### config.mk
export PLATFORM = sky130hd
export DESIGN_NAME = pc_sequencer
export DESIGN_NICKNAME = d
export VERILOG_FILES = /design/src/rtl/pc_seq_pkg.sv /design/src/rtl/pc_target_calc.sv /design/src/rtl/pc_next_sel.sv /design/src/rtl/pc_sequencer.sv
export SDC_FILE = /design/constraint.sdc
export NUM_CORES = 1
export LEC_CHECK = 0
export ABC_AREA = 0
export BUFFER_PORTS_ARGS = -buffer_cell sky130_fd_sc_hd__buf_4
export CAP_MARGIN = 0
export CORE_MARGIN = 4
export CORE_UTILIZATION = 53
export DETAILED_ROUTE_END_ITERATION = 8
export GPL_ROUTABILITY_DRIVEN = 0
export PLACE_DENSITY = 0.83
export SKIP_LAST_GASP = 1
export SYNTH_ARGS = -nofsm -noshare
export SYNTH_HDL_FRONTEND = slang
export SYNTH_SLANG_ARGS = --single-unit
### constraint.sdc
create_clock -name clk -period 4.1 [get_ports clk]
set_input_delay 0.41 -clock clk [delete_from_list [all_inputs] [get_ports clk]]
set_output_delay 0.41 -clock clk [all_outputs]
set_load 0.005 [all_outputs]
### src/rtl/pc_seq_pkg.sv
package pc_seq_pkg;

   typedef enum logic [1:0] {
      SEL_SEQ    = 2'd0,
      SEL_BRANCH = 2'd1,
      SEL_REGION = 2'd2,
      SEL_REG    = 2'd3
   } nxt_sel_e;

endpackage

### src/rtl/pc_target_calc.sv
module pc_target_calc #(
   parameter int ADDR_W = 32,
   parameter int TGT_W  = 26,
   parameter int OFF_W  = 16
) (
   input  logic [ADDR_W-1:0] pc_i,
   input  logic [TGT_W-1:0]  field_i,
   output logic [ADDR_W-1:0] seq_o,
   output logic [ADDR_W-1:0] br_o,
   output logic [ADDR_W-1:0] region_o
);
   localparam int WSH   = 2;
   localparam int REG_W = ADDR_W - TGT_W - WSH;
   localparam logic [ADDR_W-1:0] STEP = ADDR_W'(1 << WSH);

   logic [ADDR_W-1:0] off_ext;

   assign off_ext  = {{(ADDR_W-OFF_W){field_i[OFF_W-1]}}, field_i[OFF_W-1:0]};
   assign seq_o    = pc_i + STEP;
   assign br_o     = seq_o + (off_ext << WSH);
   assign region_o = {seq_o[ADDR_W-1 -: REG_W], field_i, {WSH{1'b0}}};

endmodule

### src/rtl/pc_next_sel.sv
module pc_next_sel
   import pc_seq_pkg::*;
#(
   parameter int ADDR_W = 32
) (
   input  logic              jr_i,
   input  logic              jmp_i,
   input  logic              jal_i,
   input  logic              beq_i,
   input  logic              bne_i,
   input  logic              eq_i,
   input  logic [ADDR_W-1:0] seq_i,
   input  logic [ADDR_W-1:0] br_i,
   input  logic [ADDR_W-1:0] region_i,
   input  logic [ADDR_W-1:0] reg_i,
   output nxt_sel_e          sel_o,
   output logic [ADDR_W-1:0] next_o,
   output logic              link_take_o
);
   logic br_taken;

   assign br_taken = (beq_i & eq_i) | (bne_i & ~eq_i);

   always_comb begin
      if (jr_i)                sel_o = SEL_REG;
      else if (jmp_i | jal_i)  sel_o = SEL_REGION;
      else if (br_taken)       sel_o = SEL_BRANCH;
      else                     sel_o = SEL_SEQ;
   end

   always_comb begin
      case (sel_o)
         SEL_REG:    next_o = reg_i;
         SEL_REGION: next_o = region_i;
         SEL_BRANCH: next_o = br_i;
         default:    next_o = seq_i;
      endcase
   end

   assign link_take_o = jal_i & ~jr_i;

endmodule

### src/rtl/pc_sequencer.sv
module pc_sequencer
   import pc_seq_pkg::*;
#(
   parameter int                ADDR_W        = 32,
   parameter int                TGT_W         = 26,
   parameter int                OFF_W         = 16,
   parameter int                IDX_W         = 5,
   parameter int                LINK_IDX      = 31,
   parameter logic [ADDR_W-1:0] START_ADDR    = 32'h0040_0000,
   parameter bit                ALIGN_FLAG_EN = 1'b1
) (
   input  logic              clk,
   input  logic              rst,
   input  logic              step_i,
   input  logic [TGT_W-1:0]  imm_field_i,
   input  logic              ops_equal_i,
   input  logic [ADDR_W-1:0] reg_tgt_i,
   input  logic              ctl_beq_i,
   input  logic              ctl_bne_i,
   input  logic              ctl_jmp_i,
   input  logic              ctl_jal_i,
   input  logic              ctl_jr_i,
   output logic [ADDR_W-1:0] pc_o,
   output logic [ADDR_W-1:0] link_data_o,
   output logic              link_we_o,
   output logic [IDX_W-1:0]  link_idx_o,
   output logic              misalign_o
);
   localparam int REG_W = ADDR_W - TGT_W - 2;
   localparam logic [IDX_W-1:0] LINK_SEL = IDX_W'(LINK_IDX);

   if (REG_W < 1) begin : g_bad_tgt
      $error("pc_sequencer: TGT_W leaves no region bits");
   end
   if (OFF_W > TGT_W) begin : g_bad_off
      $error("pc_sequencer: OFF_W must not exceed TGT_W");
   end
   if (START_ADDR[1:0] != 2'b00) begin : g_bad_start
      $error("pc_sequencer: START_ADDR must be word aligned");
   end
   if (LINK_IDX >= (1 << IDX_W)) begin : g_bad_idx
      $error("pc_sequencer: LINK_IDX does not fit IDX_W");
   end

   logic [ADDR_W-1:0] pc_q;
   logic [ADDR_W-1:0] seq_addr;
   logic [ADDR_W-1:0] br_addr;
   logic [ADDR_W-1:0] region_addr;
   logic [ADDR_W-1:0] next_addr;
   logic              link_take;
   nxt_sel_e          sel;

   pc_target_calc #(
      .ADDR_W (ADDR_W),
      .TGT_W  (TGT_W),
      .OFF_W  (OFF_W)
   ) u_calc (
      .pc_i     (pc_q),
      .field_i  (imm_field_i),
      .seq_o    (seq_addr),
      .br_o     (br_addr),
      .region_o (region_addr)
   );

   pc_next_sel #(
      .ADDR_W (ADDR_W)
   ) u_sel (
      .jr_i        (ctl_jr_i),
      .jmp_i       (ctl_jmp_i),
      .jal_i       (ctl_jal_i),
      .beq_i       (ctl_beq_i),
      .bne_i       (ctl_bne_i),
      .eq_i        (ops_equal_i),
      .seq_i       (seq_addr),
      .br_i        (br_addr),
      .region_i    (region_addr),
      .reg_i       (reg_tgt_i),
      .sel_o       (sel),
      .next_o      (next_addr),
      .link_take_o (link_take)
   );

   always_ff @(posedge clk) begin
      if (rst)          pc_q <= START_ADDR;
      else if (step_i)  pc_q <= next_addr;
   end

   assign pc_o        = pc_q;
   assign link_data_o = seq_addr;
   assign link_we_o   = step_i & link_take;
   assign link_idx_o  = LINK_SEL;

   if (ALIGN_FLAG_EN) begin : g_align_flag
      assign misalign_o = |pc_q[1:0];
   end else begin : g_no_align_flag
      assign misalign_o = 1'b0;
   end

endmodule

Word level (Yosys, flattened, before mapping)
Index checks and enable logic that the tools add are counted.
Widths: inputs -> output; s select.

word-level totals
  flip-flop bits (word level) = 32
  input port bits = 67
  logic and storage cells = 19

operators by class
  $add $sub $neg = 2
  eq/ne operators = 3
  muxes and demuxes = 4
  bitwise logic cells = 8
  reductions and logical operators = 1

operators by type and width
  cell                   number
  $pmux 32 s3            1
  $add 32x3->32 const B  1
  $add 32x32->32         1
  $and 1x1->1            4
  $eq 2x2->1 const B     2
  $mux 2                 2
  $eq 2x1->1 const B     1
  $not 1->1              2
  $or 1x1->1             2
  $reduce_or 2->1        1
  $mux 1                 1

Depth between registers and ports, before layout
Gate-level depths: netlist of the first run.

  depth in word-level cells = 8
  gate-level depth with buffers = 17
  depth with buffers taken out = 15

Modules after synthesis
From an unflattened synthesis of the first run, not the netlist that was laid out.

second synthesis, totals
  cells, all modules = 605
  area, all modules = 4833.4 sq um

by module, submodules not included
  module          times used  cells each  area each (sq um)  seq. area each (sq um)
  pc_target_calc  1           343         2399.8             0.0
  pc_sequencer    1           111         1219.9             640.6
  pc_next_sel     1           151         1213.7             0.0

Least setup slack after synthesis of the first run
No wires, ideal clock.

  path type = register to register
  from = register pc_q[11], in the netlist pc_o[11]
  to = register pc_q[30], in the netlist pc_o[30]
  setup time = 0.074 ns
  arrival = 3.351 ns
  required time = 4.026 ns
  setup slack = 0.674 ns
  stages on the path, launching flop included = 17
  cell sequence = dfxtp_1 > nand4_2 > nor4_4 > and2_2 > nand2_1 > xnor2_1 > ha_1 > clkbuf_1 > a21o_1 > a21o_1 > a2111oi_0 > o21bai_1 > a211oi_1 > a31oi_1 > xor2_1 > nand3_1 > a31oi_1

between the ends
  word-level cells in the longest chain between the ends = 3

ends and longest elaborated chain
  item                    RTL line              source
  start, declared         pc_sequencer.sv:45    logic [ADDR_W-1:0] pc_q;
  start signal, assigned  pc_sequencer.sv:85    else if (step_i) pc_q <= next_addr;
  $add 32x3->32           pc_target_calc.sv:19  assign seq_o = pc_i + STEP;
  net link_data_o[23]     pc_sequencer.sv:24    output logic [ADDR_W-1:0] link_data_o,
  $add 32x32->32          pc_target_calc.sv:20  assign br_o = seq_o + (off_ext << WSH);
  $pmux 32 s3             pc_next_sel.sv:32     case (sel_o)

The timed path passes the listed nets, and every way through them passes these cells.
A chain may end at the register's enable or synchronous reset.

Worst setup path in the final report of the first run
  from = register pc_q[2], in the netlist pc_o[2]
  to = register pc_q[30], in the netlist pc_o[30]

between the ends
  word-level cells in the longest chain between the ends = 3

ends and longest elaborated chain
  item               RTL line
  $add 32x3->32 (*)  pc_target_calc.sv:19
  $add 32x32->32     pc_target_calc.sv:20
  $pmux 32 s3 (*)    pc_next_sel.sv:32

Mark *: on every way between the ends. The rest lies on a longest branch, timed or not.

==> results of run 1 <==
==> layer usage <==
layer / vias up / share of wire, % / wire length (um) / GRT usage, %
met5: - / 0 / 0 / 0
met4: 0 / 3.8 / 588 / 13.7
met3: 66 / 12 / 1820 / 8.94
met2: 368 / 45 / 7040 / 49.7
met1: 2387 / 39 / 6080 / 38.7
li1: 2450 / - / - / -
==> worst min path at each step <==
stage	to	cells past startpoint
final	pc_o[0]	3
after CTS	pc_o[0]	3
after detailed placement	pc_o[20]	2
after global routing	pc_o[0]	3
after global placement	pc_o[30]	2
after floorplan	pc_o[21]	2
==> synthesized netlist by cell type (3+ instances only) <==
cell,number
nand2_1,67
o21a_1,6
xor2_1,13
buf_4,8
o221ai_1,3
or3_1,4
o21bai_1,4
o21ai_0,40
nor3_1,16
and2_1,3
clkbuf_1,24
nand3_1,23
inv_1,18
dfxtp_1,32
and3_1,7
a31oi_1,5
nand4_1,11
buf_1,4
o22ai_1,16
a211oi_1,10
xnor2_1,36
a221oi_1,3
a21o_1,12
nor2_1,66
o21ai_1,4
o211ai_1,10
a21oi_1,68
nand2b_1,6
ha_1,34
o41ai_1,5
mux2i_1,3
nand4_2,3
==> kinds of logic after synthesis <==
family	after synthesis	share of synthesized area, %
compound gates	207	30.7
xor+xnor	50	10.6
fa+ha+maj	35	10.6
buf+inv	58	6.17
flops	32	15.3
mux	4	0.984
other cells	1	0.0894
simple gates	222	25.5
==> critical path, cell delays in order (launching register included) <==
cell,delay [ps]
dfxtp_1,440
ha_2,280
nand4_1,220
nor3_4,270
nand4_2,250
xnor2_2,280
ha_1,360
a21o_1,200
a2111oi_1,480
o21bai_1,170
a211oi_1,310
a31oi_1,180
xor2_1,180
nand3_1,120
a31oi_1,200
==> stage by stage <==
step	setup TNS (ps)	setup WS (ps)
after floorplan	0	674
after global placement	0	115
after detailed placement	0	69.1
after CTS	0	28.4
after global routing	-109	-109
final	0	88.7
==> power by group <==
part | leakage (uW) | internal (uW) | switching [uW] | total (uW)
clock | 0.0000552 | 181 | 143 | 324
combinational | 0.00214 | 277 | 331 | 608
sequential | 0.000266 | 334 | 38.3 | 373
total | 0.00246 | 792 | 512 | 1300
==> repair_timing <==
item	in CTS	in global routing
resized for setup	0	16
endpoints found under the hold margin	0	0
setup endpoints to repair	0	6
==> cell usage in the layout, fill, tap and decap left out, drive strengths merged, types with 3 or more instances in the layout <==
cell	instances
o41ai	5
nand2	67
a21o	12
o211ai	10
xnor2	37
a31oi	5
o21bai	4
a211oi	10
and4	3
clkbuf	6
and3	8
nor3	18
a21oi	68
o21ai	44
buf	138
xor2	13
nor2	66
or3	4
a221oi	3
o21a	6
nor4	3
mux2i	3
inv	18
conb	5
and2	4
nand3	23
o22ai	16
o221ai	3
dfxtp	32
nand4	14
nand2b	6
ha	34
==> layout make-up <==
class | instances | area, um^2
well taps | 102 | 128
clock inverters | 2 | 35.0
inverters | 18 | 67.6
flip-flops and latches | 32 | 648
fillers | 669 | 2380
multi-input cells | 523 | 3360
clock buffers | 6 | 72.6
repair buffers | 138 | 1040
==> metrics, run 1 <==
outcome=finished clean; # H-tree levels=2; total number of vias=5271; Primary FF master, synth=dfxtp_1; die width=97.0 um; fin crit period=approximately 4000 ps; Netlist cell types=66; Critical Path End Type=flop; final core occ=69.2%; FFs w/ async S/R, synth=0%; Mean Syn Cell Area=between 6 and 7 um^2; drt initial violations=449; routed wire length=15500 um; DRC=0; maxcap violations=0; core region area=0.00773 mm^2; YS warnings=0; Initial Util=54.3%; final period utilization=between 90% and 100%; Worst EP arrival=about 4200 ps; die height=97.0 um; CTS buffer count=5; Seq/Total Area, Yosys=between 15 and 20%; initial antenna violation count=0; hold_buf cts=0; Critical Path Source=pc_o[2]; synth top area cells=dfxtp_1 15%, ha_1 10%, a21oi_1 8.1%; I/O pins=around 140; GRT Resource Usage Total=between 30 and 40%; area share of the largest cell type after synthesis=15.3%; cell count after synthesis=609; final instance area=0.00535 mm^2; synthesis-to-finish area growth=27.4%; largest net degree at the start of global routing=67; first-pass GRT wire length=between 20000 and 25000 um; via density per instance=6.42; Power Total=1300 uW; VDD IR max=114 uV; Final Skew=6.56 ps; vias in the first global route=between 4000 and 5000; antenna viol nets, final=0; HP Class=in2reg; WL per Instance=~19 um; antenna cells=0; NumNets Final=820; hold slack final=between 300 and 400 ps; Worst Path Required=between 4000 and 5000 ps; cell count of the worst reg-to-reg path=14; clk_lat worst skew=300 ps; clk buf depth=2; final non-filler cell total=821; post-DP HPWL=11600 um; fmax=roughly 250 MHz; R2R Setup Slk=90 ps; startpoint of the worst hold path=reg_tgt_i[0]; Synth area leader=dfxtp_1; reg2reg end=pc_o[30]; Post-CTS Setup Bufs=0; crit path max fanout=8; P per Cell Area=244 mW/mm^2; input/output buffers=132; critical path endpoint=pc_o[30]; num rows=32; Reg-to-Reg Start=pc_o[2]; Sink Count=32; global route overflow=0; Max Slew Vio Count=0; proportion of layout cells with a drive suffix above 1=24.2%; Clock transition at path regs=roughly 70 ps; Lkg Pwr=0.00246 uW; DP Area=a little over 0.005 mm^2; CP startpoint kind=flop; 1st-pass router iterations=7; Syn Std Cell Area=0.00420 mm^2; Clock Tree Root=clkbuf_8; Max-slew headroom=between 30% and 40%; slew at the pin with the worst max-slew slack=961 ps; CTS tree=built; placed cell count=about 810; Post-synth EDFFs=0; Final setup viols=0; max reg flops=32; Hold Fails Final Rpt=0; Setup CP Type=reg2reg; Die ar.=between 0.009 and 0.01 mm^2; FF+latch count, synth=32
(Power assumes the default switching activity.)
==> run 2, diff against run 1 <==
Settings changed: CELL_PAD_IN_SITES_DETAIL_PLACEMENT from default to 1, CELL_PAD_IN_SITES_GLOBAL_PLACEMENT from default to 2, CORE_UTILIZATION 53 to 28, PLACE_DENSITY 0.83 to default, PLACE_DENSITY_LB_ADDON from default to 0.1.
==> run 2 against run 1 <==
Clock skew grew 1.0 ps. Hold slack improved by 12 ps. Fmax grew 2.5%. Die area increased by 81%. Sequential share of layout area is 0.81 points lower. Total power up 13%. Flip-flop and latch count is the same. Combinational power grew 6.6%. Utilization is 30 points lower. Global-route usage decreased by 8.6 points. Cell count increased by 13%. Critical endpoint unchanged. Largest cell class unchanged.
==> metrics, run 2 (same netlist as run 1, synthesis figures left out) <==
outcome=finished clean; Die ar.=0.0170 mm^2 (+81%); final core occ=39.1% (-30 points); input/output buffers=132 (unchanged); fmax=256 MHz (+2.5%); worst-path cell chain=nand4_1 > nor4_4 > and2_2 > nand2_1 > xnor2_2 > ha_2 > a21o_1 > a21o_1 > a2111oi_1 > o21bai_1 > a211oi_1 > a31oi_1 > xor2_1 > nand3_1 > a31oi_1; Clock Tree Root=clkbuf_16; total number of vias=5236 (-0.66%); core region area=0.0146 mm^2 (+89%); drt initial violations=277 (-38%); R2R Setup Slk=190 ps (+100 ps); VDD IR max=185 uV (+62%); hold_buf cts=0 (unchanged); fin crit period=3910 ps (-97.5 ps); Final setup viols=0 (unchanged); DRC=0 (unchanged); highest-delay cell along the critical path=a2111oi_1; final period utilization=95.5% (-2.4 points); hold slack final=395 ps (+12.4 ps); placed cell count=916 (+13%); commonest cells after routing, fill and taps aside=162 x buf_4, 67 x nand2_1, 66 x a21oi_1; Clock transition at path regs=60 ps (about the same); proportion of layout cells with a drive suffix above 1=27.2% (+3.0 points); Lkg Pwr=0.00261 uW (+6.3%); Worst Path Required=4310 ps (-20 ps); CP peak stage delay=450 ps (-30 ps); HP Class=in2reg; antenna viol nets, final=0 (unchanged); CTS buffer count=5 (unchanged); Final Skew=7.60 ps (+1.04 ps); Max Slew Vio Count=0 (unchanged); initial antenna violation count=0 (unchanged); Fin Setup TNS=0 ps (unchanged); startpoint of the worst hold path=reg_tgt_i[0]; maxcap violations=0 (unchanged); worst hold endpoint=pc_o[0]; largest net degree at the start of global routing=67 (unchanged); die width=130 um (+34%); Reg-to-Reg Start=pc_o[19]; P per Cell Area=257 mW/mm^2 (+5.3%); global route overflow=0 (unchanged); reg2reg end=pc_o[30]; I/O pins=138 (unchanged); Initial Util=28.8% (-26 points); max reg flops=32 (unchanged); Setup CP Type=reg2reg; post-DP HPWL=15200 um (+30%); die height=130 um (+34%); first-pass GRT wire length=29900 um (+24%); crit path max fanout=7 (-1); GRT Resource Usage Total=22.5% (-8.6 points); num rows=44 (+38%); most common cell after layout, fill and taps aside=buf_4; CTS tree=built; # H-tree levels=2 (unchanged); antenna cells=0 (unchanged); clk_lat worst skew=290 ps (about the same); cell count of the worst reg-to-reg path=15 (+1); WL per Instance=21.1 um (+11%); Hold Fails Final Rpt=0 (unchanged); routed wire length=19500 um (+26%); Critical Path End Type=flop; vias in the first global route=5314 (+8.8%); CP startpoint kind=flop; synthesis-to-finish area growth=36.0%; final non-filler cell total=927 (+13%); slew at the pin with the worst max-slew slack=845 ps (-116 ps); Hold Path Stages=3 (unchanged); Sink Count=32 (unchanged); Power Total=1470 uW (+13%); 1st-pass router iterations=4 (-3); NumNets Final=844 (+2.9%); via density per instance=5.65 (-12%); clk buf depth=2 (unchanged); Max-slew headroom=43.4% (+7.7 points); Worst EP arrival=4130 ps (-110 ps)
==> run 2: through the flow <==
step | instance area (um^2) | setup WS, ps
2_1_floorplan | 4210 | 674
3_3_place_gp | 5450 | 0.920
3_5_place_dp | 5450 | -149
4_1_cts | 5640 | 9.61
5_1_grt | 5710 | -35.2
6_report | 5710 | 186
==> run 2: repair_timing <==
action                                  4_1_cts  5_1_grt
buffers inserted                              0        3
pin swaps                                     0        3
cloned                                        0        0
resized for setup                             3       16
endpoints found under the setup margin        4       11
==> run 2: cell type report <==
class	count	area, um^2
tap	184	230
sequential	32	646
inverter	18	67.6
clock buffer	6	129
fill	1873	8880
clock inverter	2	35.0
multi-input combinational	523	3380
timing repair buffer	162	1220
==> run 2: metal layers <==
metal  up-vias  routed length (um)  global-route usage (%)
met4         0                 458                    6.90
met1      2546                8640                    29.7
met2       158                9290                    38.0
li1       2501                   -                       -
met5         -                   0                       0
met3        31                1130                    3.37
==> run 2: worst max-delay path, delay by kind of cell (launching register included) <==
kind                       cells  cell delay [ps]
AOI/OAI and AO/OA              7             1570
and+or+nand+nor                5             1030
xor gates and xnor gates       2              450
DFF                            1              400
adders and majority gates      1              380
==> run 2: how the worst max path moves through the flow <==
stage / startpoint / end / slack [ps] / cells past startpoint
detailed placement: pc_o[3] / pc_o[31] / -150 / 15
global placement: pc_o[3] / pc_o[31] / 0.9 / 15
finish: pc_o[19] / pc_o[30] / 190 / 15
global route: pc_o[19] / pc_o[30] / -40 / 15
floorplan: pc_o[11] / pc_o[30] / 670 / 16
CTS: pc_o[3] / pc_o[31] / 10 / 15
==> run 2: where the power goes <==
group	switching, uW	internal [uW]
registers	35.0	335
logic	355	293
clock network	163	286
total	553	914
==> run 3, diff against run 2 <==
Settings changed: CORE_UTILIZATION 28 to 30.
Clock period 4.1 ns to 4.8 ns, I/O delays scaled along.
==> run 3 against run 2 <==
Clock power down 13%. Fmax fell by 9.7%. Clock skew is essentially flat. Total power decreased by 16%. Global-route usage increased by 0.26 points. Count of clock-buffer cells in the layout did not move. Cell area is 4.4% lower. Sequential share of layout area grew 0.43 points. Routed wire length fell by 4.3%. Critical path type unchanged. Critical endpoint is now pc_o[31]. Largest cell class unchanged. Highest routed layer unchanged.
==> metrics, run 3 (same netlist as run 1, synthesis figures left out) <==
outcome=finished clean; via density per instance=5.64 (-0.22%); CTS buffer count=5 (unchanged); Final setup viols=0 (unchanged); Clock Tree Root=clkbuf_16; maxcap violations=0 (unchanged); Setup CP Type=reg2reg; Critical Path Source=pc_o[2]; P per Cell Area=226 mW/mm^2 (-12%); Worst Path Required=4990 ps (+680 ps); Worst EP arrival=4520 ps (+390 ps); placed cell count=887 (-3.2%); largest net degree at the start of global routing=67 (unchanged); R2R Setup Slk=460 ps (+280 ps); Final Skew=7.44 ps (-0.161 ps); synthesis-to-finish area growth=30.0%; die width=126 um (-3.2%); DRC=0 (unchanged); I/O pins=138 (unchanged); num rows=42 (-4.5%); commonest cells after routing, fill and taps aside=138 x buf_4, 68 x a21oi_1, 67 x nand2_1; CP top delay family=simple AND/OR/NAND/NOR gates; Reg-to-Reg Start=pc_o[2]; CP startpoint kind=flop; crit path max fanout=7 (unchanged); Max-slew headroom=35.9% (-7.5 points); drt initial violations=349 (+26%); cell count of the worst reg-to-reg path=15 (unchanged); dpl ws=388 ps (+538 ps); VDD IR max=127 uV (-31%); routed wire length=18700 um (-4.3%); global route overflow=0 (unchanged); Die ar.=0.0159 mm^2 (-6.3%); antenna viol nets, final=0 (unchanged); CTS tree=built; CP peak stage delay=440 ps (about the same); clk buf depth=2 (unchanged); fin crit period=4340 ps (+422 ps); fmax=231 MHz (-9.7%); Hold Fails Final Rpt=0 (unchanged); Crit path buffers/inverters=0 (unchanged); Critical Path End Type=flop; highest-delay cell along the critical path=dfxtp_1; initial antenna violation count=0 (unchanged); proportion of layout cells with a drive suffix above 1=22.7% (-4.5 points); WL per Instance=20.9 um (-0.89%); most common cell after layout, fill and taps aside=buf_4; Max Slew Vio Count=0 (unchanged); Fin Setup TNS=0 ps (unchanged); Lkg Pwr=0.00245 uW (-6.1%); clk_lat worst skew=300 ps (about the same); input/output buffers=132 (unchanged); Sink Count=32 (unchanged); setup ws final=464 ps (+278 ps); Clock transition at path regs=60 ps (about the same); worst-path cell chain=ha_1 > nand3_1 > nor3_2 > nand2_1 > xnor2_1 > ha_1 > a21oi_1 > o21ai_0 > or3_1 > nor3_1 > or3_1 > a21oi_1 > o22ai_1 > xnor2_1 > o21ai_1; antenna cells=0 (unchanged); NumNets Final=820 (-2.8%); max reg flops=32 (unchanged); RSZ-0062 raised after global routing=false; hold slack final=457 ps (+61.5 ps); slew at the pin with the worst max-slew slack=959 ps (+114 ps); final period utilization=90.3% (-5.1 points); HP Class=in2reg; Initial Util=31.2% (+2.4 points); 1st-pass router iterations=5 (+1); # H-tree levels=2 (unchanged); critical path endpoint=pc_o[31]; die height=126 um (-3.2%); core region area=0.0135 mm^2 (-7.8%); post-DP HPWL=14400 um (-4.8%); final non-filler cell total=895 (-3.5%); first-pass GRT wire length=28800 um (-3.8%); Power Total=1230 uW (-16%); total number of vias=5044 (-3.7%); vias in the first global route=5059 (-4.8%); reg2reg end=pc_o[31]; critical path depth=15 (unchanged); GRT Resource Usage Total=22.8% (+0.26 points)
run 3: layer usage:
layer  vias up  wire length, um  GRT usage, %
met2       156             9010          38.1
met3        18             1040          5.08
li1       2433                -             -
met4         0              234          4.98
met5         -                0             0
met1      2437             8400          30.0
run 3: repair_timing:
item / 4_1_cts / 5_1_grt
buffers inserted: 0 / 0
gates resized for setup: 0 / 1
setup endpoints to repair: 0 / 2
hold buffers: 0 / 0
run 3: cell type report:
type	instances	area, um^2
Fill cell	1753	8000
Clock buffer	6	129
Clock inverter	2	35.0
Sequential cell	32	641
Inverter	18	67.6
Timing Repair Buffer	138	1040
Multi-Input combinational cell	523	3330
Tap cell	176	220
run 3: how the worst min path moves through the flow:
stage                      start       end  slack (ps)  depth (start not counted)
floorplan               pc_o[21]  pc_o[21]         470                          2
global placement        pc_o[21]  pc_o[21]         470                          2
detailed placement      pc_o[21]  pc_o[21]         490                          2
CTS                 reg_tgt_i[0]   pc_o[0]         450                          3
global route        reg_tgt_i[1]   pc_o[1]         460                          3
finish              reg_tgt_i[0]   pc_o[0]         460                          3
run 3: worst register-to-register path: cells and delay by family, from the launching register on:
family                   cells  cell delay, ps
AO/OA/AOI/OAI                5             940
XOR/XNOR                     2             500
adder cells (fa/ha/maj)      2             700
flip-flops                   1             440
AND/OR/NAND/NOR              6            1630
run 3: stage by stage:
stage	util [%]	cell area [um^2]
floorplan	-	4210
global placement	39.3	5290
detailed placement	39.3	5290
CTS	40.5	5450
global route	40.5	5450
finish	40.5	5450
run 3: power by group:
| part | switching [uW] | internal [uW] | total [uW] |
|---|---|---|---|
| Clock | 146 | 245 | 391 |
| Combinational | 289 | 234 | 523 |
| Sequential | 33.2 | 285 | 318 |
